`config.mk`:
```
export PLATFORM = sky130hd
export DESIGN_NAME = rxwb_top
export DESIGN_NICKNAME = d
export VERILOG_FILES = /design/src/rtl/rxwb_pkg.sv /design/src/rtl/rxwb_classify.sv /design/src/rtl/rxwb_ring_ptr.sv /design/src/rtl/rxwb_stats.sv /design/src/rtl/rxwb_top.sv
export SDC_FILE = /design/constraint.sdc
export NUM_CORES = 1
export LEC_CHECK = 0
export BUFFER_PORTS_ARGS = -buffer_cell sky130_fd_sc_hd__buf_4
export CORE_ASPECT_RATIO = 1.25
export CORE_MARGIN = 1
export CORE_UTILIZATION = 50
export CTS_CLUSTER_SIZE = 12
export DETAILED_ROUTE_END_ITERATION = 10
export PLACE_DENSITY = 0.71
export SYNTH_ARGS = -nofsm -noshare
export SYNTH_HDL_FRONTEND = slang
export SYNTH_SLANG_ARGS = --single-unit
```
`constraint.sdc`:
```
create_clock -name clk -period 6.8 [get_ports clk]
set_input_delay 1.36 -clock clk [delete_from_list [all_inputs] [get_ports clk]]
set_output_delay 1.36 -clock clk [all_outputs]
set_load 0.02 [all_outputs]
```
`src/rtl/rxwb_pkg.sv`:
```
package rxwb_pkg;

   typedef enum logic [3:0] {
      S_COLLECT,
      S_RD_CTL,
      S_RD_SIZE,
      S_RD_BUF,
      S_FLUSH,
      S_STREAM,
      S_WDATA,
      S_WBACK,
      S_DRAIN
   } rxwb_state_e;

   typedef enum logic [1:0] {
      C_UNI   = 2'd0,
      C_MULTI = 2'd1,
      C_BCAST = 2'd2
   } dest_class_e;

   localparam int OWN_BIT       = 31;
   localparam int WRAP_BIT      = 15;
   localparam int DEST_BYTES    = 6;
   localparam int CRC_BYTES     = 4;
   localparam logic [15:0] DONE_FLAGS = 16'h0300;

endpackage

```
`src/rtl/rxwb_classify.sv`:
```
module rxwb_classify
   import rxwb_pkg::*;
(
   input  logic [8*DEST_BYTES-1:0] dest,
   output dest_class_e             cls
);

   logic [DEST_BYTES-1:0] is_ff;

   for (genvar i = 0; i < DEST_BYTES; i++) begin : g_ff
      assign is_ff[i] = (dest[8*i +: 8] == 8'hFF);
   end

   always_comb begin
      if (&is_ff)
         cls = C_BCAST;
      else if (!dest[0])
         cls = C_UNI;
      else
         cls = C_MULTI;
   end

endmodule

```
`src/rtl/rxwb_ring_ptr.sv`:
```
module rxwb_ring_ptr #(
   parameter int AW         = 32,
   parameter int DESC_BYTES = 32
) (
   input  logic          clk,
   input  logic          rst_n,
   input  logic          load,
   input  logic [AW-1:0] base,
   input  logic          advance,
   input  logic          wrap,
   output logic [AW-1:0] cur
);

   localparam logic [AW-1:0] STRIDE = AW'(DESC_BYTES);

   always_ff @(posedge clk) begin
      if (!rst_n)
         cur <= '0;
      else if (load)
         cur <= base;
      else if (advance)
         cur <= wrap ? base : cur + STRIDE;
   end

endmodule

```
`src/rtl/rxwb_stats.sv`:
```
module rxwb_stats
   import rxwb_pkg::*;
#(
   parameter int STAT_W = 32,
   parameter int LEN_W  = 14
) (
   input  logic              clk,
   input  logic              rst_n,
   input  logic              commit,
   input  logic [LEN_W-1:0]  len,
   input  dest_class_e       cls,
   output logic [STAT_W-1:0] bytes_q,
   output logic [STAT_W-1:0] frames_q,
   output logic [STAT_W-1:0] mcast_q,
   output logic [STAT_W-1:0] bcast_q
);

   localparam int NCNT = 3;

   logic [NCNT-1:0] inc;
   assign inc = {commit && (cls == C_BCAST), commit && (cls == C_MULTI), commit};

   for (genvar i = 0; i < NCNT; i++) begin : g_cnt
      logic [STAT_W-1:0] q;
      always_ff @(posedge clk) begin
         if (!rst_n)
            q <= '0;
         else if (inc[i])
            q <= q + 1'b1;
      end
   end

   assign frames_q = g_cnt[0].q;
   assign mcast_q  = g_cnt[1].q;
   assign bcast_q  = g_cnt[2].q;

   always_ff @(posedge clk) begin
      if (!rst_n)
         bytes_q <= '0;
      else if (commit)
         bytes_q <= bytes_q + STAT_W'(len) + STAT_W'(CRC_BYTES);
   end

endmodule

```
`src/rtl/rxwb_top.sv`:
```
module rxwb_top
   import rxwb_pkg::*;
#(
   parameter int AW         = 32,
   parameter int LEN_W      = 14,
   parameter int STAT_W     = 32,
   parameter int MIN_FRAME  = 12,
   parameter int DESC_BYTES = 32
) (
   input  logic              clk,
   input  logic              rst_n,
   input  logic              rx_en,
   input  logic [AW-1:0]     ring_base,
   input  logic              ring_load,
   input  logic              s_valid,
   input  logic [7:0]        s_data,
   input  logic              s_last,
   output logic              s_ready,
   output logic              mem_req,
   output logic              mem_we,
   output logic [AW-1:0]     mem_addr,
   output logic [31:0]       mem_wdata,
   output logic [3:0]        mem_be,
   input  logic              mem_ack,
   input  logic [31:0]       mem_rdata,
   output logic              evt_rx_done,
   output logic              evt_no_desc,
   output logic [AW-1:0]     cur_desc,
   output logic [STAT_W-1:0] stat_bytes,
   output logic [STAT_W-1:0] stat_frames,
   output logic [STAT_W-1:0] stat_mcast,
   output logic [STAT_W-1:0] stat_bcast
);

   localparam int STAGE_WORDS = MIN_FRAME / 4;
   localparam int FIDX_W      = $clog2(STAGE_WORDS);
   localparam int SIDX_W      = $clog2(MIN_FRAME);
   localparam logic [LEN_W-1:0] MIN_LEN = LEN_W'(MIN_FRAME);
   localparam logic [FIDX_W-1:0] FIDX_LAST = FIDX_W'(STAGE_WORDS - 1);

   // elaboration-time parameter checks
   if (MIN_FRAME % 4 != 0 || MIN_FRAME < 8) begin : g_bad_min
      $error("MIN_FRAME must be a multiple of 4 and at least 8");
   end
   if (LEN_W > 15 || LEN_W <= SIDX_W) begin : g_bad_len
      $error("LEN_W must exceed the staging index width and stay below 16");
   end
   if (DESC_BYTES < 16 || (DESC_BYTES & (DESC_BYTES - 1)) != 0) begin : g_bad_desc
      $error("DESC_BYTES must be a power of two of at least 16");
   end
   if (AW < 8 || AW > 32) begin : g_bad_aw
      $error("AW must lie between 8 and 32");
   end

   rxwb_state_e        state;
   logic [LEN_W-1:0]   cnt;
   logic               last_seen;
   logic [7:0]         stage [MIN_FRAME];
   logic [31:0]        stage_word [STAGE_WORDS];
   logic [AW-1:0]      buf_addr;
   logic [AW-1:0]      wr_addr;
   logic               wrap_flag;
   logic [FIDX_W-1:0]  flush_idx;
   logic [31:0]        acc;
   logic [3:0]         acc_be;
   logic [1:0]         lane;
   logic [LEN_W-1:0]   cnt_nx;
   logic               accept;
   logic               acked;
   logic               busy;
   logic               in_wback;
   logic [8*DEST_BYTES-1:0] dest;
   dest_class_e        cls;
   logic [15:0]        len_field;

   for (genvar w = 0; w < STAGE_WORDS; w++) begin : g_sword
      assign stage_word[w] = {stage[4*w+3], stage[4*w+2], stage[4*w+1], stage[4*w]};
   end

   for (genvar d = 0; d < DEST_BYTES; d++) begin : g_dest
      assign dest[8*d +: 8] = stage[d];
   end

   assign lane      = cnt[1:0];
   assign cnt_nx    = cnt + 1'b1;
   assign len_field = 16'(cnt) + 16'(CRC_BYTES);
   assign busy      = (state != S_COLLECT) || (cnt != '0);
   assign in_wback  = (state == S_WBACK);

   // stream handshake: never depends on s_valid
   always_comb begin
      unique case (state)
         S_COLLECT:         s_ready = (cnt == '0) ? rx_en : 1'b1;
         S_STREAM, S_DRAIN: s_ready = 1'b1;
         default:           s_ready = 1'b0;
      endcase
   end

   assign accept = s_valid && s_ready;

   // memory port decode
   always_comb begin
      mem_req   = 1'b0;
      mem_we    = 1'b0;
      mem_addr  = cur_desc;
      mem_wdata = '0;
      mem_be    = 4'hF;
      unique case (state)
         S_RD_CTL: begin
            mem_req  = 1'b1;
         end
         S_RD_SIZE: begin
            mem_req  = 1'b1;
            mem_addr = cur_desc + AW'(4);
         end
         S_RD_BUF: begin
            mem_req  = 1'b1;
            mem_addr = cur_desc + AW'(8);
         end
         S_FLUSH: begin
            mem_req   = 1'b1;
            mem_we    = 1'b1;
            mem_addr  = buf_addr + AW'({flush_idx, 2'b00});
            mem_wdata = stage_word[flush_idx];
         end
         S_WDATA: begin
            mem_req   = 1'b1;
            mem_we    = 1'b1;
            mem_addr  = wr_addr;
            mem_wdata = acc;
            mem_be    = acc_be;
         end
         S_WBACK: begin
            mem_req   = 1'b1;
            mem_we    = 1'b1;
            mem_wdata = {len_field, DONE_FLAGS};
         end
         default: ;
      endcase
   end

   assign acked = mem_req && mem_ack;

   // control sequence
   always_ff @(posedge clk) begin
      if (!rst_n) begin
         state       <= S_COLLECT;
         cnt         <= '0;
         last_seen   <= 1'b0;
         buf_addr    <= '0;
         wr_addr     <= '0;
         wrap_flag   <= 1'b0;
         flush_idx   <= '0;
         acc         <= '0;
         acc_be      <= '0;
         evt_rx_done <= 1'b0;
         evt_no_desc <= 1'b0;
      end else begin
         evt_rx_done <= 1'b0;
         evt_no_desc <= 1'b0;
         unique case (state)
            S_COLLECT: begin
               if (accept) begin
                  if (s_last && (cnt_nx < MIN_LEN)) begin
                     cnt         <= '0;
                     evt_rx_done <= 1'b1;
                  end else begin
                     cnt <= cnt_nx;
                     if (cnt_nx == MIN_LEN) begin
                        last_seen <= s_last;
                        state     <= S_RD_CTL;
                     end
                  end
               end
            end
            S_RD_CTL: begin
               if (acked) begin
                  if (!mem_rdata[OWN_BIT]) begin
                     evt_no_desc <= 1'b1;
                     if (last_seen) begin
                        cnt       <= '0;
                        last_seen <= 1'b0;
                        state     <= S_COLLECT;
                     end else begin
                        state <= S_DRAIN;
                     end
                  end else begin
                     state <= S_RD_SIZE;
                  end
               end
            end
            S_RD_SIZE: begin
               if (acked) begin
                  wrap_flag <= mem_rdata[WRAP_BIT];
                  state     <= S_RD_BUF;
               end
            end
            S_RD_BUF: begin
               if (acked) begin
                  buf_addr  <= {mem_rdata[AW-1:2], 2'b00};
                  flush_idx <= '0;
                  state     <= S_FLUSH;
               end
            end
            S_FLUSH: begin
               if (acked) begin
                  if (flush_idx == FIDX_LAST)
                     state <= last_seen ? S_WBACK : S_STREAM;
                  else
                     flush_idx <= flush_idx + 1'b1;
               end
            end
            S_STREAM: begin
               if (accept) begin
                  acc[8*lane +: 8] <= s_data;
                  acc_be[lane]     <= 1'b1;
                  cnt              <= cnt_nx;
                  if (lane == 2'd3 || s_last) begin
                     wr_addr   <= buf_addr + AW'({cnt[LEN_W-1:2], 2'b00});
                     last_seen <= s_last;
                     state     <= S_WDATA;
                  end
               end
            end
            S_WDATA: begin
               if (acked) begin
                  acc    <= '0;
                  acc_be <= '0;
                  state  <= last_seen ? S_WBACK : S_STREAM;
               end
            end
            S_WBACK: begin
               if (acked) begin
                  evt_rx_done <= 1'b1;
                  cnt         <= '0;
                  last_seen   <= 1'b0;
                  state       <= S_COLLECT;
               end
            end
            S_DRAIN: begin
               if (accept && s_last) begin
                  cnt   <= '0;
                  state <= S_COLLECT;
               end
            end
            default: state <= S_COLLECT;
         endcase
      end
   end

   // staging capture for the first MIN_FRAME bytes
   always_ff @(posedge clk) begin
      if (state == S_COLLECT && accept)
         stage[cnt[SIDX_W-1:0]] <= s_data;
   end

   logic unused_rdata;
   assign unused_rdata = ^mem_rdata[1:0];

   rxwb_classify u_cls (
      .dest (dest),
      .cls  (cls)
   );

   rxwb_ring_ptr #(
      .AW         (AW),
      .DESC_BYTES (DESC_BYTES)
   ) u_ptr (
      .clk     (clk),
      .rst_n   (rst_n),
      .load    (ring_load),
      .base    (ring_base),
      .advance (in_wback && acked),
      .wrap    (wrap_flag),
      .cur     (cur_desc)
   );

   rxwb_stats #(
      .STAT_W (STAT_W),
      .LEN_W  (LEN_W)
   ) u_stats (
      .clk      (clk),
      .rst_n    (rst_n),
      .commit   (in_wback && acked),
      .len      (cnt),
      .cls      (cls),
      .bytes_q  (stat_bytes),
      .frames_q (stat_frames),
      .mcast_q  (stat_mcast),
      .bcast_q  (stat_bcast)
   );

endmodule

```
=== Yosys cells after proc, flatten, opt, wreduce, memory -nomap -nowiden ===
Memory sizes are Yosys's and may differ from the RTL's.
Index checks and enable logic that the tools add are counted.

* Bits in registers: 282
* RAM bits: 96
* Input bits: 79
* Output and inout bits: 233
* Logic and storage cells: 173
* Memories: 1

{| class="wikitable"
|+ Memories
! memory !! depth !! width !! rd ports !! clocked after memory_dff !! wr ports !! RTL line !! source
|-
| stage || 12 || 8 || 12 || 0 || 1 || rxwb_top.sv:58 || <nowiki>logic [7:0] stage [MIN_FRAME];</nowiki>
|}

* Add/sub/neg operators: 14
* Order comparisons: 4
* Equal/unequal tests: 35
* Shift operators: 2
* Mux-type cells: 69
* Bitwise gates (word level): 2
* Reduce and logical (&&, ||, !) cells: 30

{| class="wikitable"
|+ Operators with widths
! cell !! count
|-
| $mux 32 || 7
|-
| $pmux 32 s4 || 1
|-
| $mux 14 || 8
|-
| $add 32x1->32 const B || 3
|-
| $pmux 32 s3 || 1
|-
| $pmux 14 s5 || 1
|-
| $mux 4 || 17
|-
| $add 32x14->32 || 2
|-
| $add 32x3->32 const B || 2
|-
| $bmux 32 s2 || 1
|-
| $pmux 32 s2 || 1
|-
| $eq 8x8->1 const B || 6
|-
| $pmux 4 s9 || 1
|-
| $neg 5->34 || 1
|-
| $shift 8x34->32 const A || 1
|-
| $shiftx 8x34->32 || 1
|-
| $add 32x4->32 || 1
|-
| $add 32x4->32 const B || 1
|-
| $add 32x6->32 const B || 1
|-
| $bwmux 32 || 1
|-
| $ne 2x2->1 const B || 16
|-
| $mux 1 || 19
|-
| $eq 4x3->1 const B || 4
|-
| $add 14x3->15 const B || 1
|-
| 37 further kinds || 58
|}

=== Logic depth before layout (Yosys ltp) ===
Gate-level depths: netlist of the first run.

* Word-level depth: 7
* Mapped depth: 12

=== By module ===
From an unflattened synthesis of the first run, not the netlist that was laid out.

* Cells, all modules: 2,571
* Area, all modules: 21,617.0 µm²

{| class="wikitable"
|+ Modules (own cells, without submodules)
! module !! instances !! cells an instance !! area each (µm²)
|-
| rxwb_top || 1 || 1,470 || 12,426.9
|-
| rxwb_stats || 1 || 837 || 7,130.6
|-
| rxwb_ring_ptr || 1 || 246 || 1,943.1
|-
| rxwb_classify || 1 || 18 || 116.4
|}

=== Least setup slack after synthesis of the first run ===
No wires, ideal clock.

* Kind: flip-flop to output port
* From: register u_ptr.cur[5]
* To: output port mem_addr[19]
* Arrival: 2,447 ps
* Slack: 2,993 ps
* Stages on the path, launching flop included: 9
* Path buffers: 0
* Cells stage by stage: dfxtp_1 > ha_1 > and3_1 > nand4_1 > nor2_1 > nand2_1 > or3_1 > a21oi_1 > a2bb2oi_1

* Cells in the longest elaborated chain, start to end: 2
* Elaborated cells on any way between the ends: 3
* Those cells by class: add/sub (2); mux (1)

{| class="wikitable"
|+ Ends and longest elaborated chain
! element !! RTL line !! source
|-
| start, declared || rxwb_ring_ptr.sv:11 || <nowiki>output logic [AW-1:0] cur</nowiki>
|-
| start signal, assigned || rxwb_ring_ptr.sv:20 || <nowiki>cur <= base;</nowiki>
|-
| start signal, assigned || rxwb_ring_ptr.sv:22 || <nowiki>cur <= wrap ? base : cur + STRIDE;</nowiki>
|-
| $add 32x4->32 / $add 32x3->32 (equally long branches) || rxwb_top.sv:118, rxwb_top.sv:114 ||
|-
| $pmux 32 s4 (*) || rxwb_top.sv:108 || <nowiki>unique case (state)</nowiki>
|-
| end, declared || rxwb_top.sv:21 || <nowiki>output logic [AW-1:0] mem_addr,</nowiki>
|}

Mark *: on every way between the ends. The rest lies on a longest branch, timed or not.

=== Final worst setup path of the first run ===
* From: register u_ptr.cur[2]
* To: output port mem_addr[12]

Same word-level chain as after synthesis.

==> impl_metrics.ini, run 1 <==
[placed_design]
dp_hpwl_mm = 49.9
place.gp.congestion = 0.969
port_buffers = 309

[setup_path]
setup.worst_path.class = reg2out
startpoint_type = flop
path_cells = ha_1, nand2_1, nor3_1, nand3_1, xor2_1, o221ai_1, a21oi_1, nor2_1, buf_4
cp_max_fo = 15
required_ns = 5.44
cp-end-kind = output port
max_stage_delay_ns = 1.00
arrival_ns = 3.90
cp_slowest_cell = nor3_1

[clock_tree]
numCtsBuffers = 42
root_buffer = clkbuf_16
clkLatencyLatePin_ns = 0.58
cts_buffer_depth = 3
cts_num_sinks = 376
htree_levels = 2
cts_tree = yes
post_cts_resized = 0
clkTransAtPathRegs_ns = 0.06
postCtsSetupRepairBufs = 0
holdBufCountCts = 0

[drt]
avgViaCountPerCell = 6.12
remaining_drc_errors = 0
wl_met2_mm = 33.7
via_count = 20400
wl_mm = 69.9
drt_pass1_iterations = 5
wire_per_inst_um = 21.0
highest_layer = met5
dr_wl_met3_mm = 5.57
ant_nets = 0
drtIter0Drc = 1740
wl_met1_mm = 27.1

[yosys]
avgSynthCellArea_um2 = 8.32
syn-num-nets = 2675
synth_cell_types = 86
synth_enable_flop_cells = 96
synth.cell_area_um2 = 21100
synthCells = 2535
ys_seq_area_share_pct = 40.2
synthFlopType = dfxtp_1
synth_seq_cells = 376
ys_warn_count = 0
async_reset_ff_share_pct = 0

[sta]
min_period_ns = 5.26
tightestPinTransition_ns = 1.21
setup_viol = 0
layout_worst_path_cycle_share_pct = 77.4
fmax_mhz = 190
finalSetupTns_ns = 0
hold_viol_final = 0
maxSlewHeadroom_pct = 18.7
final_max_slew_viol_count = 0
fin_worst_skew_ns = 0.0133
rsz0062_at_grt = no

[floorplan]
fp-row-count = 83
start_util_pct = 51.0
io_pins = 312
die_area_um2 = 43000
core_um2 = 41300
die_height_um = 232
die_x_um = 186

[run]
maxCapViolCount = 0

[pwr]
power.internal_mw = 3.68
p_sw_mw = 1.14
p_seq_share_pct = 48.6
p_clk_share_pct = 46.3
p_sw_share_pct = 23.6
power_leakage_nw = 9.37
powerDensity_nw_per_um2 = 193
p_comb_share_pct = 5.1
peakVddDrop_uv = 192

[final_layout]
area_growth_pct = 18.5
nNetsFinal = 2886
final_core_util_pct = 60.5
drive_above_1_share_pct = 16.2

[global_route]
grt_overflow = 0
antenna_found_initial = 3
grt_pass1_wl_mm = 107
grt_max_degree = 108
grt_pass1_vias = 19100
track_usage_pct = 31.8

[min_path]
holdCritPathClass = reg2reg

[status]
status = complete, no violations
-- critical path, delay by kind of cell, from the launching register on --
kind | cells | cell delay, ns
AOI/OAI and AO/OA | 2 | 0.28
xor gates and xnor gates | 1 | 0.20
adders and majority gates | 1 | 0.34
buffers and inverters | 1 | 0.16
DFF | 1 | 0.76
and+or+nand+nor | 4 | 1.59
-- cell usage after synthesis, drive strengths merged (5+ instances only) --
library cell / instances / area [um2]
nand2: 324 / 1220
dfxtp: 280 / 5610
nor2: 236 / 886
a21oi: 235 / 1180
clkbuf: 134 / 504
o21ai: 133 / 666
nand3: 125 / 631
xnor2: 97 / 850
edfxtp: 96 / 2880
nand4: 81 / 543
xor2: 72 / 631
nor3: 70 / 355
ha: 58 / 726
and3: 54 / 338
mux2i: 43 / 430
inv: 42 / 158
or3: 39 / 244
buf: 36 / 193
nor4: 32 / 258
a22oi: 24 / 180
nand2b: 24 / 150
a31oi: 23 / 144
and2: 22 / 138
a21o: 18 / 135
a221oi: 17 / 155
and4: 17 / 149
o211ai: 15 / 118
o221ai: 15 / 131
o22ai: 12 / 75.1
a211oi: 11 / 92.6
o21a: 11 / 82.6
mux2: 10 / 113
nand4b: 8 / 70.1
nor2b: 8 / 50.1
o31ai: 8 / 60.1
o32a: 8 / 80.1
or4: 8 / 63.8
a221o: 6 / 60.1
or2: 6 / 37.5
o21bai: 5 / 37.5
o311ai: 5 / 43.8
-- cells by family (layout without fill, tap and decap cells) --
logic type               count (synthesis)  after routing  share of synthesized area [%]
AO/OA/AOI/OAI                          593            593                           17.4
XOR/XNOR                               169            169                           7.02
adder cells (fa/ha/maj)                 61             61                           3.73
buffers and inverters                  212            456                           4.05
flip-flops                             376            376                           40.2
multiplexers                            53             53                           2.57
other                                    0              2                              0
AND/OR/NAND/NOR                       1071           1071                           25.0
-- cell usage in the layout, fill, tap and decap left out, drive strengths merged, types with 8 or more instances in the layout --
cell type	Yosys	layout
nand2	324	324
and2	22	22
o32a	8	8
a21o	18	18
o31ai	8	8
a221oi	17	17
and4	17	17
nand2b	24	24
xnor2	97	97
edfxtp	96	96
buf	36	337
and3	54	54
nand3	125	125
o22ai	12	12
a211oi	11	11
a21oi	235	235
or3	39	39
nor2b	8	8
nor4	32	32
nand4b	8	8
mux2	10	10
mux2i	43	43
o221ai	15	15
or4	8	8
a22oi	24	24
o21ai	133	133
o211ai	15	15
nor3	70	70
dfxtp	280	280
ha	58	58
xor2	72	72
inv	42	45
nand4	81	81
a31oi	23	23
clkbuf	134	65
nor2	236	236
o21a	11	11
-- state kept, by name, summed over array words and instances, names as in the netlist, 14 cells and up --
signal / count
wr_addr: 30
buf_addr: 30
u_stats.bytes_q: 32
u_stats.mcast_q: 32
cnt: 14
u_stats.bcast_q: 32
acc: 32
u_stats.frames_q: 32
u_ptr.cur: 32
stage: 96
-- through the flow --
| step | total power, mW | instance area, um2 | cells | hold slack (ns) | setup slack, ns |
|---|---|---|---|---|---|
| 2_1_floorplan | 2.51 | 21100 | 2535 | 0.428 | 2.99 |
| 3_3_place_gp | 2.63 | 23600 | 3254 | 0.438 | 2.23 |
| 3_5_place_dp | 2.63 | 23600 | 3254 | 0.446 | 2.21 |
| 4_1_cts | 4.85 | 25000 | 3331 | 0.453 | 1.61 |
| 5_1_grt | 4.96 | 25000 | 3333 | 0.465 | 1.40 |
| 6_report | 4.83 | 25000 | 3333 | 0.450 | 1.54 |
-- power groups by stage --
stage               logic (mW)  registers, mW  clock network (mW)
floorplan                0.126           2.38                   0
global placement         0.238           2.39                   0
detailed placement       0.241           2.39                   0
CTS                      0.241           2.34                2.27
global route             0.262           2.35                2.35
finish                   0.244           2.35                2.24
-- worst paths after layout --
check / start / end / slack (ns) / cells after the start
max: u_ptr.cur[2] / mem_addr[12] / 1.54 / 9
min: acc[14] / acc[14] / 0.45 / 2
min reg2reg: acc[14] / acc[14] / 0.45 / 2
max reg2reg: state[0] / u_ptr.cur[16] / 2.98 / 8
-- layer usage --
metal	GRT usage, %	up-vias
met3	4.38	192
met4	16.2	2
met1	38.7	9587
met2	54.3	990
li1	-	9619
met5	0	-
-- layout make-up --
cell class | instances | area, um2
fillers | 3746 | 16300
diodes | 2 | 5.00
clock inverters | 12 | 110
flip-flops and latches | 376 | 8490
well taps | 552 | 691
inverters | 42 | 163
multi-input cells | 1947 | 11800
repair buffers | 337 | 2530
clock buffers | 65 | 1230
No activity file was read; power rests on OpenSTA's default activity.
==> run 2: changes to the inputs <==
Settings changed: PLACE_DENSITY 0.71 to 0.74.
Clock period 6.8 ns to 4.3 ns, I/O delays scaled along.
==> impl_metrics.ini, run 2 (synthesis gave the netlist of run 1 again) <==
[pwr]
powerDensity_nw_per_um2 = 298
p_sw_share_pct = 23.5
peakVddDrop_uv = 309
power_leakage_nw = 9.47
p_seq_share_pct = 49.5
fin_total_pwr_mw = 7.49
p_comb_share_pct = 5.3
p_sw_mw = 1.76
p_clk_share_pct = 45.2
power.internal_mw = 5.73

[floorplan]
die_height_um = 232
die_area_um2 = 43000
core_um2 = 41300
start_util_pct = 51.0
io_pins = 312
fp-row-count = 83
die_x_um = 186

[drt]
via_count = 20600
wire_per_inst_um = 20.7
drt_pass1_iterations = 6
avgViaCountPerCell = 6.15
wl_mm = 69.3
remaining_drc_errors = 0
drtIter0Drc = 1739
ant_nets = 0

[setup_path]
max_stage_delay_ns = 0.77
cp_max_fo = 5
path_cells = ha_1, a21oi_1, or4b_2, nor4_1, buf_4, nand2_1, xnor2_1, a221o_1, buf_4
cp-end-kind = output port
arrival_ns = 3.32
setup.worst_path.class = reg2out
cp_slowest_cell = or4b_2
crit_top_cell = buf_4
startpoint_type = flop
required_ns = 3.44

[final_layout]
largest_reg_flops = 96
drive_above_1_share_pct = 17.1
final_cell_mix = 364 x buf_4, 324 x nand2_1, 278 x dfxtp_1
nNetsFinal = 2913
layout_commonest_cell = buf_4
area_growth_pct = 19.2

[global_route]
grtUsageMet3_pct = 4.93
met2_usage_pct = 52.4
grt_overflow = 0
grt_pass1_vias = 19400
antenna_found_initial = 3
use_met1_pct = 38.7
grt_max_degree = 118
grt_pass1_wl_mm = 107
track_usage_pct = 31.4
top_usage_layer = met2

[sta]
layout_worst_path_cycle_share_pct = 97.3
hold_ws_ns = 0.452
setup_viol = 0
fmax_mhz = 239
maxSlewHeadroom_pct = 24.0
finalSetupTns_ns = 0
hold_viol_final = 0
min_period_ns = 4.18
fin_worst_skew_ns = 0.0157
rsz0062_at_grt = no
final_max_slew_viol_count = 0
tightestPinTransition_ns = 1.13

[status]
status = complete, no violations

[clock_tree]
postCtsSetupRepairBufs = 0
root_buffer = clkbuf_16
clkLatencyLatePin_ns = 0.55
numCtsBuffers = 41
clkTransAtPathRegs_ns = 0.06
post_cts_resized = 0
cts_buffer_depth = 3
cts_num_sinks = 376
cts_tree = yes
htree_levels = 2
holdBufCountCts = 0

[placed_design]
place.gp.congestion = 0.974
dp_hpwl_mm = 50.2
port_buffers = 309

[run]
maxCapViolCount = 0

[min_path]
holdCritPathClass = reg2reg
==> run 2: changes by cell type in the layout (fill, tap and decap cells not counted), moves of 2 or more <==
cell	previous run	this run
nor2_2	2	4
buf_4	337	364
clkbuf_8	9	6
nor2_1	234	232
==> run 2: layout make-up <==
type	instances	area, um2
Sequential cell	376	8490
Timing Repair Buffer	365	2750
Clock buffer	60	1160
Tap cell	552	691
Fill cell	3619	16200
Multi-Input combinational cell	1947	11800
Inverter	42	163
Clock inverter	11	97.6
Antenna cell	1	2.50
==> run 2: path summary, 6_finish.rpt <==
check	startpoint	end	slack, ns	depth (start not counted)
worst max-delay path	buf_addr[3]	mem_addr[23]	0.12	9
worst min-delay path	wr_addr[4]	wr_addr[4]	0.45	2
worst max register to register	cnt[0]	cnt[8]	0.69	8
worst min register to register	wr_addr[4]	wr_addr[4]	0.45	2
==> run 2: metrics by stage <==
| step | area [um2] | setup slack [ns] | utilization, % | instances |
|---|---|---|---|---|
| after floorplan | 21100 | 0.993 | - | 2535 |
| after detailed placement | 23900 | 0.663 | 57.8 | 3282 |
| after global routing | 25100 | 0.0189 | 60.8 | 3354 |
| final | 25100 | 0.117 | 60.8 | 3354 |
| after global placement | 23900 | 0.700 | 57.8 | 3282 |
| after CTS | 25100 | 0.0900 | 60.8 | 3353 |
==> run 2: metal layers <==
layer	share of wire, %	wire length [um]
met1	38	26600
met2	48	33000
met3	8.4	5810
met4	5.5	3820
met5	0.032	22
==> run 2: power by group through the flow <==
stage / combinational, mW / clock (mW) / sequential, mW
floorplan: 0.199 / 0 / 3.77
global placement: 0.388 / 0 / 3.78
detailed placement: 0.393 / 0 / 3.78
CTS: 0.395 / 3.43 / 3.70
global route: 0.428 / 3.58 / 3.71
finish: 0.400 / 3.38 / 3.70
==> run 2: critical path: cells and delay by family, from the launching register on <==
kind / cells / cell delay, ns
and+or+nand+nor: 3 / 1.14
AOI/OAI and AO/OA: 2 / 0.47
buffers and inverters: 2 / 0.38
DFF: 1 / 0.36
adders and majority gates: 1 / 0.31
xor gates and xnor gates: 1 / 0.13
==> run 3: changes to the inputs <==
Settings changed: PLACE_DENSITY 0.74 to 0.7.
==> impl_metrics.ini, run 3 (synthesis gave the netlist of run 1 again) <==
[status]
status = complete, no violations

[final_layout]
final_cell_mix = 368 x buf_4, 324 x nand2_1, 277 x dfxtp_1
final_core_util_pct = 61.2
final_area_um2 = 25300
nNetsFinal = 2917
layout_commonest_cell = buf_4
area_growth_pct = 19.9
largest_reg_flops = 96
drive_above_1_share_pct = 17.3

[placed_design]
dp_hpwl_mm = 51.1
port_buffers = 309
place_area_um2 = 23900
place.gp.congestion = 0.988
pre_cts_ws_ns = 0.630

[setup_path]
startpoint = u_ptr.cur[6]
rr_startpoint = cnt[3]
cp-end-kind = output port
max_stage_delay_ns = 0.47
cp_slowest_cell = dfxtp_1
cp_max_fo = 8
setup.worst_path.class = reg2out
path_buf_inv = 1
arrival_ns = 3.29
startpoint_type = flop
required_ns = 3.44
critical_path.top_delay_family = simple AND/OR/NAND/NOR gates
path_cells = ha_2, and3_1, nand4_1, nor2_4, nand2_1, or3_1, a21oi_1, a2bb2oi_1, buf_4

[drt]
remaining_drc_errors = 0
avgViaCountPerCell = 6.11
drt_pass1_iterations = 5
ant_nets = 0
via_count = 20600
wire_per_inst_um = 21.0
wl_mm = 70.6
drtIter0Drc = 1606

[sta]
layout_worst_path_cycle_share_pct = 96.5
final_max_slew_viol_count = 0
min_period_ns = 4.15
tightestPinTransition_ns = 1.19
fin_worst_skew_ns = 0.0148
rsz0062_at_grt = yes
setup_viol = 0
worst_slack_ns = 0.148
maxSlewHeadroom_pct = 20.2
hold_viol_final = 0
fmax_mhz = 241

[floorplan]
start_util_pct = 51.0
fp-row-count = 83
io_pins = 312
die_height_um = 232
die_x_um = 186
die_area_um2 = 43000
core_um2 = 41300

[global_route]
grt_overflow = 0
grt_pass1_wl_mm = 108
track_usage_pct = 32.0
grt_pass1_vias = 19600
antenna_found_initial = 5
grt_max_degree = 100

[clock_tree]
postCtsSetupRepairBufs = 0
cts_tree = yes
clkTransAtPathRegs_ns = 0.06
numCtsBuffers = 41
root_buffer = clkbuf_16
cts_buffer_depth = 3
cts_num_sinks = 376
htree_levels = 2
holdBufCountCts = 0
clkLatencyLatePin_ns = 0.55

[min_path]
holdCritPathClass = reg2reg
min_from = wr_addr[8]

[pwr]
powerDensity_nw_per_um2 = 305
power_leakage_nw = 9.53
peakVddDrop_uv = 272

[run]
maxCapViolCount = 0
-- run 3: worst paths after layout --
| path | end | slack [ns] | cells after the start |
|---|---|---|---|
| max reg2reg | u_stats.bytes_q[26] | 0.75 | 9 |
| min | wr_addr[8] | 0.45 | 2 |
| max | mem_addr[19] | 0.15 | 9 |
| min reg2reg | wr_addr[8] | 0.45 | 2 |
-- run 3: routing by layer --
layer,wire length (um),track usage (%),vias to the layer above
met5,52,0,-
met2,33200,52.6,930
met4,4450,19.5,6
met1,27800,39.5,9705
li1,-,-,9674
met3,5090,4.45,237
-- run 3: final cells by class --
class | count | area, um2
inverters | 42 | 163
flip-flops and latches | 376 | 8490
clock inverters | 7 | 90.1
fillers | 3703 | 16000
well taps | 552 | 691
diodes | 2 | 5.00
multi-input cells | 1947 | 11800
clock buffers | 66 | 1260
repair buffers | 369 | 2780
-- run 3: report_power, final --
part | internal, mW | switching (mW)
clock | 2.12 | 1.48
combinational | 0.150 | 0.251
sequential | 3.65 | 0.0527
total | 5.92 | 1.79
-- run 3: worst min-delay path, cell delays in order (launching register included) --
cell and delay [ns]:
dfxtp_1 0.31, nand2_1 0.05, a21oi_1 0.05
-- run 3: what timing repair did --
action / CTS / global route
endpoints found under the hold margin: 0 / 0
endpoints found under the setup margin: 1 / 7
gates resized for setup: 1 / 7
-- run 3: stage by stage --
step                instances  setup TNS (ns)  hold slack, ns  total power [mW]
floorplan                2535               0           0.428              3.97
global placement         3286               0           0.438              4.17
detailed placement       3286               0           0.446              4.17
CTS                      3359               0           0.453              7.74
global route             3361         -0.0100           0.467              7.91
finish                   3361               0           0.454              7.71
